File: src/rtl/stk_pkg.sv
package stk_pkg;
    localparam int PC_W   = 24;
    localparam int BYTE_W = 8;

    typedef enum logic [2:0] {
        OP_PUSH  = 3'd0,
        OP_POP   = 3'd1,
        OP_CALL  = 3'd2,
        OP_RCALL = 3'd3,
        OP_RET   = 3'd4
    } stk_op_e;

    typedef enum logic [2:0] {
        S_IDLE,
        S_WR_HI,
        S_WR_MID,
        S_WR_LO,
        S_RD_LO,
        S_RD_MID,
        S_RD_HI
    } stk_state_e;
endpackage

File: src/rtl/stk_io_dec.sv
module stk_io_dec #(
    parameter int          IO_AW = 6,
    parameter logic [5:0]  A_SPL = 6'h3D,
    parameter logic [5:0]  A_SPH = 6'h3E,
    parameter logic [5:0]  A_SR  = 6'h3F
) (
    input  logic [IO_AW-1:0] addr,
    input  logic             access,
    output logic             hit_lo,
    output logic             hit_hi,
    output logic             hit_sr,
    output logic             err
);
    always_comb begin
        hit_lo = (addr == IO_AW'(A_SPL));
        hit_hi = (addr == IO_AW'(A_SPH));
        hit_sr = (addr == IO_AW'(A_SR));
        err    = access && !(hit_lo || hit_hi || hit_sr);
    end
endmodule

File: src/rtl/stk_sp.sv
module stk_sp #(
    parameter int               SP_W     = 16,
    parameter logic [SP_W-1:0]  RESET_SP = 16'h08FF
) (
    input  logic            clk,
    input  logic            rst_n,
    input  logic            inc,
    input  logic            dec,
    input  logic            ld_lo,
    input  logic            ld_hi,
    input  logic [7:0]      ld_byte,
    output logic [SP_W-1:0] sp
);
    localparam int HI_W = SP_W - 8;

    always_ff @(posedge clk or negedge rst_n) begin
        if (!rst_n) begin
            sp <= RESET_SP;
        end else if (inc) begin
            sp <= sp + 1'b1;
        end else if (dec) begin
            sp <= sp - 1'b1;
        end else if (ld_lo) begin
            sp[7:0] <= ld_byte;
        end else if (ld_hi) begin
            sp[SP_W-1:8] <= ld_byte[HI_W-1:0];
        end
    end
endmodule

File: src/rtl/stk_fsm.sv
module stk_fsm
    import stk_pkg::*;
(
    input  logic              clk,
    input  logic              rst_n,
    input  logic              start,
    input  logic [2:0]        op,
    input  logic [BYTE_W-1:0] push_byte,
    input  logic [PC_W-1:0]   ret_addr,
    input  logic [PC_W-1:0]   dest,
    input  logic [BYTE_W-1:0] rd_byte,
    output logic              busy,
    output logic              accept,
    output logic              acc_we,
    output logic              acc_re,
    output logic [BYTE_W-1:0] wr_byte,
    output logic              done,
    output logic [PC_W-1:0]   pc_out,
    output logic [BYTE_W-1:0] pop_byte
);
    stk_state_e            state, state_nx;
    stk_op_e               op_q;
    logic [PC_W-1:0]       wbuf, dest_q;
    logic [2*BYTE_W-1:0]   rbuf;
    logic                  op_ok;

    assign op_ok  = (op <= 3'(OP_RET));
    assign accept = (state == S_IDLE) && start && op_ok;

    // state register
    always_ff @(posedge clk or negedge rst_n) begin
        if (!rst_n) state <= S_IDLE;
        else        state <= state_nx;
    end

    // transitions
    always_comb begin
        state_nx = state;
        unique case (state)
            S_IDLE: if (accept) begin
                unique case (stk_op_e'(op))
                    OP_PUSH:          state_nx = S_WR_LO;
                    OP_CALL, OP_RCALL: state_nx = S_WR_HI;
                    default:          state_nx = S_RD_LO;
                endcase
            end
            S_WR_HI:  state_nx = S_WR_MID;
            S_WR_MID: state_nx = S_WR_LO;
            S_WR_LO:  state_nx = S_IDLE;
            S_RD_LO:  state_nx = (op_q == OP_RET) ? S_RD_MID : S_IDLE;
            S_RD_MID: state_nx = S_RD_HI;
            S_RD_HI:  state_nx = S_IDLE;
            default:  state_nx = S_IDLE;
        endcase
    end

    // per-state outputs
    always_comb begin
        busy    = 1'b1;
        acc_we  = 1'b0;
        acc_re  = 1'b0;
        wr_byte = '0;
        unique case (state)
            S_IDLE:   busy = 1'b0;
            S_WR_HI:  begin acc_we = 1'b1; wr_byte = wbuf[23:16]; end
            S_WR_MID: begin acc_we = 1'b1; wr_byte = wbuf[15:8];  end
            S_WR_LO:  begin acc_we = 1'b1; wr_byte = wbuf[7:0];   end
            S_RD_LO, S_RD_MID, S_RD_HI: acc_re = 1'b1;
            default:  busy = 1'b0;
        endcase
    end

    // operand and result registers
    always_ff @(posedge clk or negedge rst_n) begin
        if (!rst_n) begin
            op_q     <= OP_PUSH;
            wbuf     <= '0;
            dest_q   <= '0;
            rbuf     <= '0;
            done     <= 1'b0;
            pc_out   <= '0;
            pop_byte <= '0;
        end else begin
            done <= (state == S_WR_LO) || (state == S_RD_HI) ||
                    (state == S_RD_LO && op_q == OP_POP);
            if (accept) begin
                op_q   <= stk_op_e'(op);
                wbuf   <= (stk_op_e'(op) == OP_PUSH) ? {16'h0, push_byte} : ret_addr;
                dest_q <= dest;
            end
            if (state == S_WR_LO && op_q != OP_PUSH) pc_out <= dest_q;
            if (state == S_RD_LO) begin
                rbuf[7:0] <= rd_byte;
                if (op_q == OP_POP) pop_byte <= rd_byte;
            end
            if (state == S_RD_MID) rbuf[15:8] <= rd_byte;
            if (state == S_RD_HI)  pc_out <= {rd_byte, rbuf};
        end
    end
endmodule

File: src/rtl/stk_ctrl.sv
module stk_ctrl
    import stk_pkg::*;
#(
    parameter int               SP_W     = 16,
    parameter int               IO_AW    = 6,
    parameter logic [SP_W-1:0]  RESET_SP = 16'h08FF
) (
    input  logic              clk,
    input  logic              rst_n,
    input  logic              req_valid,
    input  logic [2:0]        req_op,
    input  logic [PC_W-1:0]   req_pc,
    input  logic [PC_W-1:0]   req_tgt,
    input  logic [BYTE_W-1:0] req_byte,
    output logic              busy,
    output logic              done,
    output logic [PC_W-1:0]   pc_out,
    output logic [BYTE_W-1:0] pop_byte,
    output logic              mem_we,
    output logic              mem_re,
    output logic [SP_W-1:0]   mem_addr,
    output logic [BYTE_W-1:0] mem_wdata,
    input  logic [BYTE_W-1:0] mem_rdata,
    input  logic              io_we,
    input  logic              io_re,
    input  logic [IO_AW-1:0]  io_addr,
    input  logic [BYTE_W-1:0] io_wdata,
    output logic [BYTE_W-1:0] io_rdata,
    output logic              io_err,
    output logic [BYTE_W-1:0] sreg_out
);
    localparam int HI_W = SP_W - 8;

    logic [SP_W-1:0] sp;
    logic            accept, io_ok;
    logic            hit_lo, hit_hi, hit_sr;
    logic [PC_W-1:0] ret_addr, dest;

    assign ret_addr = req_pc + PC_W'(2);
    assign dest     = (req_op == 3'(OP_RCALL)) ? req_pc + req_tgt : req_tgt;
    assign io_ok    = io_we && !busy && !accept;
    assign mem_addr = mem_re ? sp + 1'b1 : sp;

    stk_fsm u_fsm (
        .clk(clk), .rst_n(rst_n), .start(req_valid), .op(req_op),
        .push_byte(req_byte), .ret_addr(ret_addr), .dest(dest),
        .rd_byte(mem_rdata), .busy(busy), .accept(accept),
        .acc_we(mem_we), .acc_re(mem_re), .wr_byte(mem_wdata),
        .done(done), .pc_out(pc_out), .pop_byte(pop_byte)
    );

    stk_io_dec #(.IO_AW(IO_AW)) u_dec (
        .addr(io_addr), .access(io_we || io_re),
        .hit_lo(hit_lo), .hit_hi(hit_hi), .hit_sr(hit_sr), .err(io_err)
    );

    stk_sp #(.SP_W(SP_W), .RESET_SP(RESET_SP)) u_sp (
        .clk(clk), .rst_n(rst_n), .inc(mem_re), .dec(mem_we),
        .ld_lo(io_ok && hit_lo), .ld_hi(io_ok && hit_hi),
        .ld_byte(io_wdata), .sp(sp)
    );

    always_ff @(posedge clk or negedge rst_n) begin
        if (!rst_n)                sreg_out <= '0;
        else if (io_ok && hit_sr)  sreg_out <= io_wdata;
    end

    always_comb begin
        io_rdata = '0;
        if (hit_lo)      io_rdata = sp[7:0];
        else if (hit_hi) io_rdata = BYTE_W'(sp[SP_W-1:8]);
        else if (hit_sr) io_rdata = sreg_out;
    end
endmodule

File: config.mk
export PLATFORM = sky130hd
export DESIGN_NAME = stk_ctrl
export DESIGN_NICKNAME = d
export VERILOG_FILES = /design/src/rtl/stk_pkg.sv /design/src/rtl/stk_io_dec.sv /design/src/rtl/stk_sp.sv /design/src/rtl/stk_fsm.sv /design/src/rtl/stk_ctrl.sv
export SDC_FILE = /design/constraint.sdc
export NUM_CORES = 1
export LEC_CHECK = 0
export ABC_CLOCK_PERIOD_IN_PS = 3600
export CAP_MARGIN = 15
export CORE_UTILIZATION = 58
export CTS_CLUSTER_SIZE = 12
export DETAILED_ROUTE_END_ITERATION = 16
export DONT_BUFFER_PORTS = 1
export PLACE_DENSITY = 0.74
export SETUP_SLACK_MARGIN = 0.3
export SKIP_LAST_GASP = 1
export SLEW_MARGIN = 20
export SYNTH_ARGS = -nofsm -noshare
export SYNTH_HDL_FRONTEND = slang
export SYNTH_HIERARCHICAL = 1
export SYNTH_SLANG_ARGS = --single-unit
File: constraint.sdc
create_clock -name clk -period 3.6 [get_ports clk]
set_clock_uncertainty 0.1 [all_clocks]
set_input_delay 0.36 -clock clk [delete_from_list [all_inputs] [get_ports clk]]
set_output_delay 0.36 -clock clk [all_outputs]
set_load 0.02 [all_outputs]
Word-level counts from Yosys, hierarchy flattened --
Cells that the tools add are included.
Storage, ports and cells: input port bits 86, register bits after elaboration 127, logic and storage cells 83, output and inout port bits 77
Operators by class: reduce and logical (&&, ||, !) cells 30, order comparisons 1, add/sub/neg operators 4, mux-type cells 21, equality and inequality tests 15
Operators by type and width (count):
- $mux W24 | 4
- $mux W16 | 3
- $mux W8 | 6
- $add A24 B2 Y24 const B | 1
- $add A24 B24 Y24 | 1
- $pmux W8 S3 | 1
- $eq A6 B6 Y1 const B | 3
- $add A16 B1 Y16 const B | 1
- $sub A16 B1 Y16 const B | 1
- $pmux W3 S5 | 1
- $eq A3 B2 Y1 const B | 4
- $eq A3 B3 Y1 const B | 4
- $logic_and A1 B1 Y1 | 10
- $reduce_bool A3 Y1 | 3
- $eq A3 B1 Y1 const B | 2
- $logic_not A3 Y1 | 2
- $mux W3 | 2
- $pmux W3 S2 | 1
- $reduce_or A3 Y1 | 2
- $reduce_or A6 Y1 | 1
- $logic_or A1 B1 Y1 | 5
- $reduce_and A2 Y1 | 2
- $le A3 B3 Y1 const B | 1
- $logic_not A1 Y1 | 3
- other kinds (5) | 7

Longest topological paths before layout --
Gate-level depths: netlist of run 1.
depth in word-level cells 11, mapped depth 14, depth with buffers taken out 10

Cells and area by module --
Netlist of run 1, hierarchy kept.
Modules (own cells, without submodules):
- stk_fsm | area an instance 4839.6 µm², instances 1, seq. area each 2577.5 µm², cells an instance 330
- stk_ctrl | area an instance 2819.0 µm², instances 1, seq. area each 200.2 µm², cells an instance 419
- stk_sp | area an instance 1473.9 µm², instances 1, seq. area each 411.6 µm², cells an instance 196
- stk_io_dec | area an instance 46.3 µm², instances 1, seq. area each 0.0 µm², cells an instance 8

Least setup slack after synthesis of run 1 --
No wires, ideal clock.
path type reg2out, start register u_fsm.state[1], end output mem_addr[15], buffers on the path 2, required time 3.140 ns, data arrival time 2.849 ns, slack 0.291 ns, stages on the path, launching flop included 8, cells stage by stage dfrtp_1 -> clkbuf_1 -> clkbuf_1 -> a21boi_0 -> nand4_1 -> nor3_1 -> nand3_1 -> xnor2_1
On the way: longest elaborated chain between the ends 4, elaborated cells on any way between the ends 6, classes of those cells eq/ne (3); mux (2); reduce/logical (1)
Ends and longest elaborated chain:
- start, declared | RTL line stk_fsm.sv:21 | stk_state_e state, state_nx;
- start signal, assigned | RTL line stk_fsm.sv:33 | else state <= state_nx;
- $eq A3 B3 Y1 | RTL line stk_fsm.sv:63 | unique case (state)
- $reduce_or A3 Y1 * | RTL line stk_fsm.sv:63
- $mux W1 * | RTL line stk_fsm.sv:63
- via mem_re | RTL line stk_ctrl.sv:20 | output logic mem_re,
- $mux W16 * | RTL line stk_ctrl.sv:42 | assign mem_addr = mem_re ? sp + 1'b1 : sp;
- end, declared | RTL line stk_ctrl.sv:21 | output logic [SP_W-1:0] mem_addr,
Mark *: on every way through the listed nets, which the timed path passes. The rest lies on a longest branch.

Final worst setup path of run 1 --
start register u_fsm.state[1], end output mem_addr[13]
On the way: longest elaborated chain between the ends 4, elaborated cells on any way between the ends 6, classes of those cells eq/ne (3); mux (2); reduce/logical (1)
Ends and longest elaborated chain (RTL line):
- $eq A3 B3 Y1 | stk_fsm.sv:63
- $reduce_or A3 Y1 * | stk_fsm.sv:63
- $mux W1 * | stk_fsm.sv:63
- $mux W16 * | stk_ctrl.sv:42
Every way passes the cells marked *; elsewhere a longest branch is shown, timed or not.

==> impl_summary.md, run 1 <==
Run status
The run finished, with violations left. The final reports fail on negative hold slack.

Drt
The number of antenna-violating nets in the routed design is 0. Summed over all layers, the routed wires come to about 24000 um. After detailed routing, the average wire length per cell comes to a little over 20 um. Using the TritonRoute via totals, the vias-per-cell ratio works out to roughly 6.2. In the routed design, unresolved DRC markers number 0. The detailed router placed 7320 vias in this run.

The violation count after the first detailed-routing iteration is 609. The number of iterations in the first detailed-routing pass is 5.

Floorplan
The initial utilization of the core area, before any placement, comes to about three fifths. The total number of placement rows is 45. In this run the count of I/O pins placed on the die edge is 163. The floorplan die width is 128 um. The chip height is 128 um. The region available for standard cell placement spans 0.0153 sq mm. The full die area is 0.0163 sq mm.

Yosys
Yosys printed 6 warnings. The share of synthesized area spent on multiplexers is 19.5%. By area the synthesized netlist is led by sky130_fd_sc_hd__dfrtp_1 32%, sky130_fd_sc_hd__mux2_2 16%, sky130_fd_sc_hd__xnor2_1 4.5%, sky130_fd_sc_hd__nand2_1 4.2%, sky130_fd_sc_hd__ha_1 3.7%. The compound-gate portion of the synthesized area is 12.7%. The number of unique standard cell types used by synthesis is 79.

Summing the areas of all xor and xnor instances in the mapped netlist gives 6.20% of the synthesized area. The number of nets handed over by synthesis was between 1000 and 1500. The synthesized design contains 0 enable-type register cells. Summing the areas of all and, or, nand and nor instances in the mapped netlist gives about 18% of the synthesized area. The post-synthesis register bit count is 127.

The share of Yosys cell area claimed by the top area cell type is about 32%. The post-synth design cell area is 0.00918 sq mm. Summing the sequential cell areas from Yosys gives between 30% and 40% of the chip area.

The average instance area after synthesis is between 9 and 10 sq um. For this run, the leading register cell type out of synthesis is sky130_fd_sc_hd__dfrtp_1. Synthesis handed over a netlist of between 900 and 1000 instances. The largest area contributor in the netlist is sky130_fd_sc_hd__dfrtp_1. Summing the areas of all fa, ha and maj instances in the mapped netlist gives 3.90% of the synthesized area. The largest family of logic cells by synthesized area is multiplexers. The proportion of synthesized flip-flops having asynchronous set or reset is 100%.

Clock network
The number of hold buffers added after CTS was 19. The number of clock sinks is 127. The clock-pin slew on the worst setup and hold paths is 0.06 ns.

At the later pin of the worst-skew pair, clock insertion delay measures around 0.42 ns. In this run the deepest clock path goes through 2 buffers. The number of CTS-inserted buffers is 17. The cell chosen for the clock root is sky130_fd_sc_hd__clkbuf_16. TritonCTS built the clock tree. The H-tree depth reported by CTS is 4.

STA
The time the final worst path needs with I/O delays and setup is 3.08 ns. Measured against its own limit, the worst slew margin works out to 34.1%. The final worst setup slack is 0.519 ns. The final critical-path share of the clock period is between 80% and 90%.

The number of hold-slack violations in the final timing report was 127. For the pin with the worst max-slew slack, the measured transition is between 0.9 and 1 ns. The number of slew-limit violations in the final report is 0. The achievable clock frequency is 325 MHz. The worst hold margin is -0.464 ns.

Setup repair after global routing left no endpoint under its margin. Adding up every negative setup slack in the final design gives 0 ns. Setup violations remaining at the end of the flow were counted as 0.

Flow run
The max-cap check violation count is 0.

Placement
The congestion estimate from routability-driven global placement came to 0.925. The worst setup slack before clock tree synthesis is ~0.56 ns. The detailed-placement wirelength estimate is between 15000 and 20000 um. The count of buffers from port buffering is 0. The total placed instance area is 0.00922 sq mm. Counting tap cells, the placed design contains a total of 1122 instances.

Worst setup path
The launch point of the worst reg-to-reg path is u_fsm/state[1]. The worst setup path is of the flip-flop to output port kind. The worst register-to-register path has a setup slack of 0.58 ns.

The kind of start point of the critical path is a flip-flop. Data on the critical path is required at its endpoint by 3.14 ns. In this run the worst path has a maximum fanout of 23. The data arrival time of the critical path is 2.62 ns. The number of cell instances on the worst register-to-register path is 9. The worst register-to-register path ends at u_sp/sp[8]. STA classifies the critical path endpoint as an output port.

Global route
Summed over all layers, the global routing overflow is 0. The first global-routing pass estimated 37900 um of wire. Entering global routing, the biggest net connects 128 pins. The number of global-route vias before repair was 7120. In the global route stage, overall resource usage came out at 30.2%. The number of antenna violations at the first check in global routing is 0.

Finish
The area overhead of the layout relative to synthesis is 9.21%. The final cell count without fillers is 1173. The final-stage net count is between 1000 and 1500. The post-route netlist has 23.7% of its cells at a drive strength greater than 1. The repair_antennas step left the layout with diodes totalling 0. The filler cell count in the final layout is 1251.

Once layout is done, the placed cells without fillers occupy about 0.010 sq mm.

Power and ir drop
For this design the ratio of total power to cell area is 769 mW/mm^2. The leakage power is roughly 4.2 nW. IR analysis of the VDD net gives a maximum drop of between 0.0006 and 0.0007 V.

Worst hold path
The path type of the worst min-delay path is primary input to asynchronous set/reset pin.
[power breakdown]
group / internal [mW] / total (mW) / leakage, nW / switching, mW
sequential: 2.14 / 3.14 / 1.51 / 0.991
combinational: 1.44 / 2.80 / 2.36 / 1.36
clock: 1.13 / 1.77 / 0.295 / 0.645
[cell usage after synthesis, types with 5 or more instances]
| cell | n |
|---|---|
| sky130_fd_sc_hd__a211oi_1 | 8 |
| sky130_fd_sc_hd__a21o_1 | 9 |
| sky130_fd_sc_hd__a21oi_1 | 45 |
| sky130_fd_sc_hd__a22oi_1 | 17 |
| sky130_fd_sc_hd__and2_1 | 6 |
| sky130_fd_sc_hd__and3_1 | 15 |
| sky130_fd_sc_hd__and4_1 | 5 |
| sky130_fd_sc_hd__buf_2 | 14 |
| sky130_fd_sc_hd__buf_6 | 9 |
| sky130_fd_sc_hd__clkbuf_1 | 27 |
| sky130_fd_sc_hd__dfrtp_1 | 118 |
| sky130_fd_sc_hd__dfstp_2 | 9 |
| sky130_fd_sc_hd__ha_1 | 27 |
| sky130_fd_sc_hd__inv_1 | 21 |
| sky130_fd_sc_hd__mux2_2 | 129 |
| sky130_fd_sc_hd__mux2_4 | 20 |
| sky130_fd_sc_hd__nand2_1 | 103 |
| sky130_fd_sc_hd__nand3_1 | 37 |
| sky130_fd_sc_hd__nand4_1 | 18 |
| sky130_fd_sc_hd__nor2_1 | 48 |
| sky130_fd_sc_hd__nor2b_1 | 17 |
| sky130_fd_sc_hd__nor3_1 | 29 |
| sky130_fd_sc_hd__nor3b_1 | 8 |
| sky130_fd_sc_hd__o21a_1 | 7 |
| sky130_fd_sc_hd__o21ai_0 | 38 |
| sky130_fd_sc_hd__o31ai_1 | 8 |
| sky130_fd_sc_hd__or3_1 | 8 |
| sky130_fd_sc_hd__xnor2_1 | 47 |
| sky130_fd_sc_hd__xor2_1 | 18 |
[worst max-delay path: stages (launching register included)]
cell	delay, ns
sky130_fd_sc_hd__dfrtp_1	0.65
sky130_fd_sc_hd__a21boi_2	0.22
sky130_fd_sc_hd__buf_4	0.19
sky130_fd_sc_hd__nand4_1	0.24
sky130_fd_sc_hd__nor3_1	0.42
sky130_fd_sc_hd__nand3_1	0.15
sky130_fd_sc_hd__xnor2_1	0.17
sky130_fd_sc_hd__buf_4	0.16
[layout make-up]
class | count | area [sq um] | area share (%)
Multi-Input combinational cell | 748 | 5580 | 55.6
Inverter | 22 | 82.6 | 0.824
Timing Repair Buffer | 33 | 295 | 2.95
Sequential cell | 127 | 3190 | 31.8
Clock buffer | 19 | 453 | 4.52
Tap cell | 211 | 264 | 2.63
Clock inverter | 13 | 163 | 1.62
[how the worst max path moves through the flow]
stage                   start           end  slack (ns)  cells past startpoint
6_report       u_fsm/state[1]  mem_addr[13]        0.52                      7
5_1_grt        u_fsm/state[1]    u_sp/sp[8]        0.31                      9
4_1_cts        u_fsm/state[2]  mem_addr[13]        0.36                      7
3_5_place_dp   u_fsm/state[1]   u_sp/sp[13]        0.56                      8
3_3_place_gp   u_fsm/state[1]   u_sp/sp[13]        0.58                      8
2_1_floorplan  u_fsm/state[1]  mem_addr[15]        0.62                      7
[cells by family after synthesis]
kind of cell    after synthesis
buf+inv                      78
fa+ha+maj                    28
simple gates                325
xor+xnor                     65
mux                         153
compound gates              177
flops                       127
[per-layer routing]
metal  wire [um]  GRT usage [%]
met5           0              0
met4         584           11.0
met3        1610           7.64
met2       11400           49.3
met1       10400           38.7
[state kept, by name (all words and copies together), names as in the netlist]
signal and cells:
u_sp/sp 16, u_fsm/wbuf 24, sreg_out 8, u_fsm/rbuf 16
u_fsm/state 3, u_fsm/done 1, u_fsm/pop_byte 8, u_fsm/pc_out 24
u_fsm/dest_q 24, u_fsm/op_q 3
[per-stage QoR]
step           utilization [%]  total power, mW
2_1_floorplan                -             5.34
3_3_place_gp              60.2             5.81
3_5_place_dp              60.2             5.89
4_1_cts                   65.4             7.72
5_1_grt                   65.5             8.13
6_report                  65.5             7.71
[layout by cell type, fill, tap and decap left out, drive strengths merged, types with 27 or more instances in the layout]
cell   count
mux2     149
dfrtp    118
nand2    103
nor2      48
xnor2     47
a21oi     47
o21ai     42
nand3     39
nor3      30
ha        27
[timing repair]
item	in CTS	in global routing
endpoints found under the setup margin	0	9
hold endpoints to repair	163	127
buffers inserted	0	0
resized for setup	0	2
Power figures use the tool's default switching activity.
==> inputs of run 2 (changes only) <==
ABC_CLOCK_PERIOD_IN_PS = 2500   (was 3600)
PLACE_DENSITY = 0.76   (was 0.74)
SYNTH_HIERARCHICAL = default   (was 1)
clock period = 2.5 ns   (was 3.6 ns; I/O delays follow)
==> run 2 against run 1 <==
The flow finishes with violations (negative hold slack, negative setup slack). Register-to-register slack got worse by 0.56 ns. Combinational power up 67%. First-iteration DRC count rose by 72%. Critical path type unchanged. Critical endpoint is now mem_addr[12]. Hold slack worse by 0.12 ns. Power is 48% higher. Final area grew 4.4%. Clock-buffer cell count down 2.
==> impl_summary.md, run 2 <==
Power and ir drop
The part of the total power dissipated in combinational logic is approximately two fifths. Summing internal, switching and leakage power gives 11.4 mW. Sequential cells account for 37.2% of the total power. Per report_power, the clock group accounts for 21.8% of the total. The worst-case IR drop observed on VDD is 0.000688 V. The power per unit of standard cell area is around 1100 mW/mm^2. The leakage power is between 4 and 5 nW. Cell internal power was estimated by the tool at 6.59 mW. The analysis attributes to net switching a power of between 4 and 5 mW.

The switching share of power is 42.0%.

Global route
The global-route wire length before repair is 39000 um. The overall fraction of global-route tracks in use is 35.1%. For this run the aggregate overflow at the end of global routing stands at 0. The number of global-route vias before repair is 7445.

Entering global routing, the biggest net connects ~130 pins. The number of antenna violations at the first check in global routing is 0.

Yosys
The post-synthesis share of cell area spent on full adders, half adders and majority gates is 4.27%. The cell count after synthesis came out at between 900 and 1000. Sorting the synthesized cells by area gives the leading types as sky130_fd_sc_hd__dfrtp_1 37%, sky130_fd_sc_hd__o21ai_0 6.5%, sky130_fd_sc_hd__mux2_2 5.7%, sky130_fd_sc_hd__nand2_1 5.7%, sky130_fd_sc_hd__a21oi_1 4.5%. By area, the combinational part of the netlist is dominated by compound AO/OA/AOI/OAI gates. After Yosys synthesis, XOR and XNOR cells account for 6.17% of the synthesized area. In this run, synthesis inferred 0 flip-flops with an integrated enable.

The commonest cells after synthesis are 122 x sky130_fd_sc_hd__nand2_1, 118 x sky130_fd_sc_hd__dfrtp_1, 105 x sky130_fd_sc_hd__o21ai_0, 80 x sky130_fd_sc_hd__nor2_1, 73 x sky130_fd_sc_hd__a21oi_1. The warning count from the yosys run is 0. The compound-gate portion of the synthesized area is 19.7%. The largest area contributor in the netlist is sky130_fd_sc_hd__dfrtp_1. Dividing the synthesized area by the synthesized cell count gives around 8.6 sq um. The simple-gate portion of the synthesized area is 17.6%.

The post-synth design cell area is 0.00809 sq mm. The number of nets handed over by synthesis was 1053. The post-synthesis register bit count is between 100 and 150. The most common flop cell mapped by yosys is sky130_fd_sc_hd__dfrtp_1. The number of unique standard cell types used by synthesis is 60. The share of synthesized area spent on multiplexers is 8.93%.

The proportion of synthesized flip-flops having asynchronous set or reset is 100%. Of the synthesized area, sequential elements account for 39.4%. The share of synthesized area in the top cell type comes to 36.5%.

By instance count, the leading cell after synthesis is sky130_fd_sc_hd__nand2_1.

STA
Across all setup checks in the final design, the least slack found is -0.0802 ns. Setup repair after global routing could not meet its margin everywhere. On the final layout, the worst hold slack is -0.580 ns.

The achievable clock frequency is 388 MHz. The number of slew-limit violations in the final report came to 0. Of the available clock period, the critical path in the final layout requires 103%. For the pin with the worst max-slew slack, the measured transition is 0.614 ns. In this run the tightest slew margin relative to its limit is about three fifths. The number of hold-slack violations in the final timing report came to around 130. Setup violations remaining at the end of the flow were counted as 3. After layout, the minimum clock period comes to roughly 2.6 ns.

Run status
The checks that failed: negative hold slack, negative setup slack. The run finished, with violations left.

Finish
After routing the design area is 0.0105 sq mm. The final-stage net count is ~1200. The number of antenna cells inserted is 0.

The fraction of layout cells with a size suffix above 1 is 23.7%. Relative to the synthesized area, the layout overhead comes to 29.5%. The largest registers in the layout are u_fsm.dest_q x24, u_fsm.pc_out x24, u_fsm.wbuf x24. The filler cell count in the final layout is 908. In the layout the commonest cells are 116 x sky130_fd_sc_hd__nand2_1, 116 x sky130_fd_sc_hd__dfrtp_1, 103 x sky130_fd_sc_hd__o21ai_0.

The finished layout holds 1245 standard cells, fillers aside.

Drt
The via count is approximately 8000. The number of antenna-violating nets in the routed design is 0. The first routing iteration left 1047 violations.

For this block, the routed nets add up to ~26000 um of wire. The mean number of vias per cell is approximately 6.3. The first TritonRoute pass finished after 7 iterations. The per-cell routed wire length is between 20 and 25 um. The number of remaining DRC errors is 0.

Placement
The count of buffers from port buffering is 0. After detailed placement, the design holds a cell count of 1111. In this run the cell area measured after placement is around 0.0086 sq mm. The worst setup slack before clock tree synthesis is 0.0707 ns.

At the end of routability-driven placement, the weighted congestion stood at roughly 0.97. The detailed-placement wirelength estimate is 16300 um.

Worst setup path
The timing startpoint of the critical path is u_sp.sp[5]. The worst setup path is of the flip-flop to output port kind. Grouping stages by cell kind, the critical path spends the most delay in simple AND/OR/NAND/NOR gates. The highest-delay cell along the critical path is sky130_fd_sc_hd__dfstp_2.

In this design, the stage delay of the slowest critical-path cell is 0.58 ns. The critical path endpoint category is an output port. The kind of start point of the critical path is a flip-flop.

Along the worst path, the maximum fanout reaches 4. Data arrives at the worst endpoint at 2.23 ns. STA puts the critical path data required time at 2.15 ns.

The worst register-to-register path begins at u_sp.sp[5]. Traced cell by cell, the critical path runs through and3_4 > nand4_1 > buf_4 > nor2_4 > nand3_2 > xnor2_1 > buf_4. The buffering stage count on the worst path with inverters included is 2. In this design, the critical path's most frequently occurring cell is sky130_fd_sc_hd__buf_4.

Clock network
The number of clock sinks is 127. The cell chosen for the clock root is sky130_fd_sc_hd__clkbuf_16. At the later pin of the worst-skew pair, clock insertion delay measures 0.43 ns. The clock-pin slew on the worst setup and hold paths is 0.06 ns. The H-tree was split into 4 levels. The CTS tree is built. The clock passes through at most 2 buffers. The number of CTS-inserted buffers is 17.

Floorplan
The die is 120 um wide. The full die area is 0.0144 sq mm. The floorplan has 42 rows. The core region area is 0.0134 sq mm. Pin placement for this block handled 163 I/O pins. The chip height is 120 um.

The initial utilization of the core area, before any placement, comes to approximately three fifths.

Flow run
The max-cap check violation count is 0.

Worst hold path
The min-delay analysis places its worst path in the category primary input to asynchronous set/reset pin.
-- run 2: cell type report --
cell class	instances	area (sq um)	share of cell area, %
Clock buffer	17	425	4.06
Multi-Input combinational cell	737	4980	47.6
Clock inverter	15	161	1.54
Tap cell	176	220	2.10
Inverter	17	70.1	0.669
Timing Repair Buffer	156	1410	13.5
Sequential cell	127	3190	30.5
-- run 2: worst reg2reg max path: stages, from the launching register on --
cell and delay (ns):
sky130_fd_sc_hd__dfstp_2 0.58, sky130_fd_sc_hd__and3_4 0.20, sky130_fd_sc_hd__nand4_1 0.21, sky130_fd_sc_hd__buf_4 0.23, sky130_fd_sc_hd__buf_4 0.13, sky130_fd_sc_hd__nor2_1 0.22
sky130_fd_sc_hd__nand3_1 0.14, sky130_fd_sc_hd__xnor2_1 0.16, sky130_fd_sc_hd__a221oi_1 0.26, sky130_fd_sc_hd__o21ai_0 0.13
-- run 2: power by group through the flow --
| stage | logic [mW] | registers [mW] | clock network (mW) |
|---|---|---|---|
| 4_1_cts | 4.32 | 4.17 | 2.48 |
| 3_3_place_gp | 3.73 | 4.16 | 0 |
| 2_1_floorplan | 3.16 | 3.76 | 0 |
| 3_5_place_dp | 3.81 | 4.20 | 0 |
| 5_1_grt | 5.09 | 4.33 | 2.58 |
| 6_report | 4.67 | 4.23 | 2.48 |
-- run 2: worst paths after layout --
| check | to | slack [ns] | cells after the start |
|---|---|---|---|
| setup / recovery | mem_addr[12] | -0.08 | 7 |
| hold / removal | u_fsm.pc_out[5] | -0.58 | 0 |
| setup reg to reg | u_sp.sp[15] | 0.02 | 9 |
| hold reg to reg | u_fsm.wbuf[21] | 0.38 | 2 |
| max in group asynchronous | u_sp.sp[1] | 2.63 | 0 |
| min in group clk | u_sp.sp[5] | 0 | 2 |
-- run 2: cells by family after synthesis --
family	count (synthesis)
AO/OA/AOI/OAI	269
XOR/XNOR	57
adder cells (fa/ha/maj)	27
buffers and inverters	76
flip-flops	127
multiplexers	67
AND/OR/NAND/NOR	317
-- run 2: layer usage --
layer / up-vias / global-route usage (%) / part of all wire, %
met5: - / 0 / 0
met4: 0 / 16.6 / 4.5
met3: 85 / 9.65 / 10
met2: 485 / 52.2 / 45
met1: 3737 / 47.4 / 41
li1: 3583 / - / -
-- run 2: repair_timing --
action,CTS,global route
endpoints found under the hold margin,219,128
buffers inserted,21,20
endpoints found under the setup margin,28,41
gates resized for setup,50,31
hold buffers,58,1
gates cloned,2,0
pin swaps,20,19
-- run 2: stage by stage --
step | TNS, ns | util (%)
after floorplan | 0 | -
after global routing | -0.453 | 78.1
after CTS | 0 | 76.0
final | -0.150 | 78.1
after global placement | 0 | 63.9
after detailed placement | 0 | 63.9
==> inputs of run 3 (changes only) <==
BUFFER_PORTS_ARGS = -buffer_cell sky130_fd_sc_hd__buf_2   (was default)
CORE_UTILIZATION = 51   (was 58)
DONT_BUFFER_PORTS = default   (was 1)
PLACE_DENSITY = 0.78   (was 0.76)
==> run 3 against run 2 <==
The run now ends clean. Final cell count increased by 9.6%. Non-clock buffer count up 84. Power is 4.8% higher. Setup slack improved by 0.080 ns.
==> impl_summary.md, run 3 (synthesis gave the netlist of run 2 again) <==
Placement
The global placement routability congestion is 1.00. Detailed placement finished with a half-perimeter wire length of 17500 um. The worst setup slack before clock tree synthesis is -0.0520 ns.

The count of buffers from port buffering is about 160.

Worst setup path
The number of cell instances on the worst register-to-register path is 10. In this run the critical register-to-register path is captured at u_sp.sp[12]. Data arrives at the worst endpoint at 2.15 ns. The worst setup path is launched from a flip-flop. Across all register-to-register paths, the minimum setup slack is 0.17 ns. The startpoint identified for the worst register-to-register timing path is u_sp.sp[0]. The maximum fanout along the worst path is 4. The critical path endpoint category is an output port. The required time of the critical path is 2.15 ns. By startpoint and endpoint, the worst setup path is classified as flip-flop to output port.

Flow run
The max-cap check violation count is 0.

Drt
The number of remaining DRC errors is 0. The wire length reported by the detailed router is between 20000 and 25000 um. The per-cell routed wire length is ~18 um.

In the routed layout, each cell is associated on average with a via count of between 5 and 6. The number of iterations in the first detailed-routing pass is 8. The first routing iteration left 958 violations. The via count is ~8000.

The number of antenna-violating nets in the routed design is 0.

Finish
The fraction of layout cells with a size suffix above 1 is 33.0%. In the final layout, the registers with the most flip-flops are u_fsm.dest_q x24, u_fsm.pc_out x24, u_fsm.wbuf x24. The number of antenna cells inserted is 0. Compared with the post-synthesis result, the final layout area differs by 30.9%. In the final design database the tool counted around 1300 nets. The library cells used most frequently in the layout, excluding fill and tap cells, are 150 x sky130_fd_sc_hd__buf_2, 120 x sky130_fd_sc_hd__nand2_1, 117 x sky130_fd_sc_hd__dfrtp_1. Leaving out fill and tap cells, the most frequent cell in the layout is sky130_fd_sc_hd__buf_2.

STA
The number of hold-slack violations in the final timing report came to 0. Setup repair after global routing could not meet its margin everywhere. In the finished design, the share of the clock period the worst path needs comes to roughly 100%. After layout, the worst setup slack is 0.000318 ns. The worst hold margin is 0.0122 ns. The transition at the pin with the smallest max-transition slack is 0.696 ns.

Counting I/O delays and the setup requirement, the final critical path takes 2.50 ns. The number of setup violations in the final report is 0. The number of slew-limit violations in the final report is 0. The achievable clock frequency is 400 MHz.

The final-layout setup total negative slack is 0 ns. The headroom to the max-slew limit is a little over half.

Global route
The number of global-route vias before repair is 7402. The number of antenna violations at the first check in global routing is 0. The global-route wire length before repair is 38600 um. Summed over all layers, the global routing overflow is 0. The overall fraction of global-route tracks in use is between 30% and 40%.

The largest net degree at the start of global routing is 128.

Worst hold path
The sink of the worst hold path is u_fsm.dest_q[12]. The path type of the worst min-delay path is primary input to flip-flop. The startpoint identified for the worst hold timing path is req_tgt[12].

The number of cells on the worst hold path is 3.

Clock network
The H-tree depth reported by CTS is 4. The number of buffers on the longest clock path is 2. Clock tree synthesis inserted a total of 17 buffers. The cell chosen for the clock root is sky130_fd_sc_hd__clkbuf_16. The number of clock sinks is ~130.

The clock latency on the worst-skew pair is 0.42 ns. The CTS tree is built. After clock tree synthesis, the clock-pin slew on the worst setup and hold paths is 0.06 ns.

Power and ir drop
The analysis attributes to cell leakage a power of 5.04 nW. The power per unit of standard cell area is 1130 mW/mm^2. The peak ir drop on the vdd network is ~0.00052 V.

Floorplan
The core region area is 0.0153 sq mm. Measured along the x axis, the die boundary spans 128 um. The top-level I/O count is 163. The initial utilization of the core area, before any placement, comes to a little over half. Measured along the y axis, the die boundary spans 128 um. The floorplan step defined a die boundary enclosing 0.0164 sq mm. The total number of placement rows is 45.

Run status
The run finished with clean final reports.
==> run 3: cell types whose count changed in the layout (fill, tap and decap cells not counted), sizes merged <==
cell and delta:
bufinv +2, buf +142, clkbuf +3, clkinv -3, dlygate4sd3 -56, inv -2
bufbuf -2
==> run 3: cell type report <==
| class | instances | area (sq um) |
|---|---|---|
| Clock buffer | 20 | 467 |
| Multi-Input combinational cell | 737 | 4930 |
| Tap cell | 211 | 264 |
| Sequential cell | 127 | 3190 |
| Timing Repair Buffer | 240 | 1480 |
| Clock inverter | 12 | 180 |
| Fill cell | 1199 | 4730 |
| Inverter | 17 | 67.6 |
==> run 3: per-layer routing <==
layer  part of all wire [%]  global-route usage (%)  vias up
met2                     46                    46.8      431
li1                       -                       -     3755
met5                      0                       0        -
met4                    3.3                    11.7        0
met3                    8.0                    6.47       70
met1                     43                    42.1     3756
==> run 3: worst max-delay path, cell delays in order, from the launching register on <==
cell	delay (ns)
sky130_fd_sc_hd__dfstp_2	0.54
sky130_fd_sc_hd__and3_4	0.19
sky130_fd_sc_hd__nand4_1	0.22
sky130_fd_sc_hd__nor3_4	0.31
sky130_fd_sc_hd__buf_4	0.17
sky130_fd_sc_hd__xor2_1	0.15
sky130_fd_sc_hd__buf_4	0.16
==> run 3: how the worst max path moves through the flow <==
| stage | startpoint | endpoint | cells past startpoint | slack (ns) |
|---|---|---|---|---|
| CTS | u_sp.sp[5] | mem_addr[11] | 6 | 0.009 |
| floorplan | req_pc[0] | u_fsm.dest_q[22] | 11 | 0.22 |
| global placement | req_pc[1] | u_fsm.dest_q[23] | 10 | -0.07 |
| detailed placement | req_pc[1] | u_fsm.dest_q[23] | 10 | -0.05 |
| finish | u_sp.sp[7] | mem_addr[11] | 6 | 0.0003 |
| global route | u_sp.sp[0] | mem_addr[14] | 7 | -0.11 |
==> run 3: through the flow <==
stage / util, % / total power, mW / instances / area (sq um)
floorplan: - / 6.92 / 940 / 8200
global placement: 61.5 / 8.30 / 1304 / 9410
detailed placement: 61.5 / 8.45 / 1304 / 9410
CTS: 67.5 / 11.4 / 1351 / 10300
global route: 69.1 / 12.6 / 1364 / 10600
finish: 69.1 / 11.9 / 1364 / 10600
==> run 3: what timing repair did <==
action                                  in CTS  in global routing
hold endpoints to repair                   120                  0
cloned                                       0                  0
pin swaps                                    9                  8
endpoints found under the setup margin      26                 49
hold buffers                                 3                  0
setup buffers                               12                 13
resized for setup                           41                 30
==> run 3: report_power, final <==
group,total [mW],leakage (nW),internal (mW),switching (mW)
clock,2.69,0.313,1.75,0.934
combinational,5.40,3.17,2.28,3.12
sequential,3.83,1.56,3.04,0.787
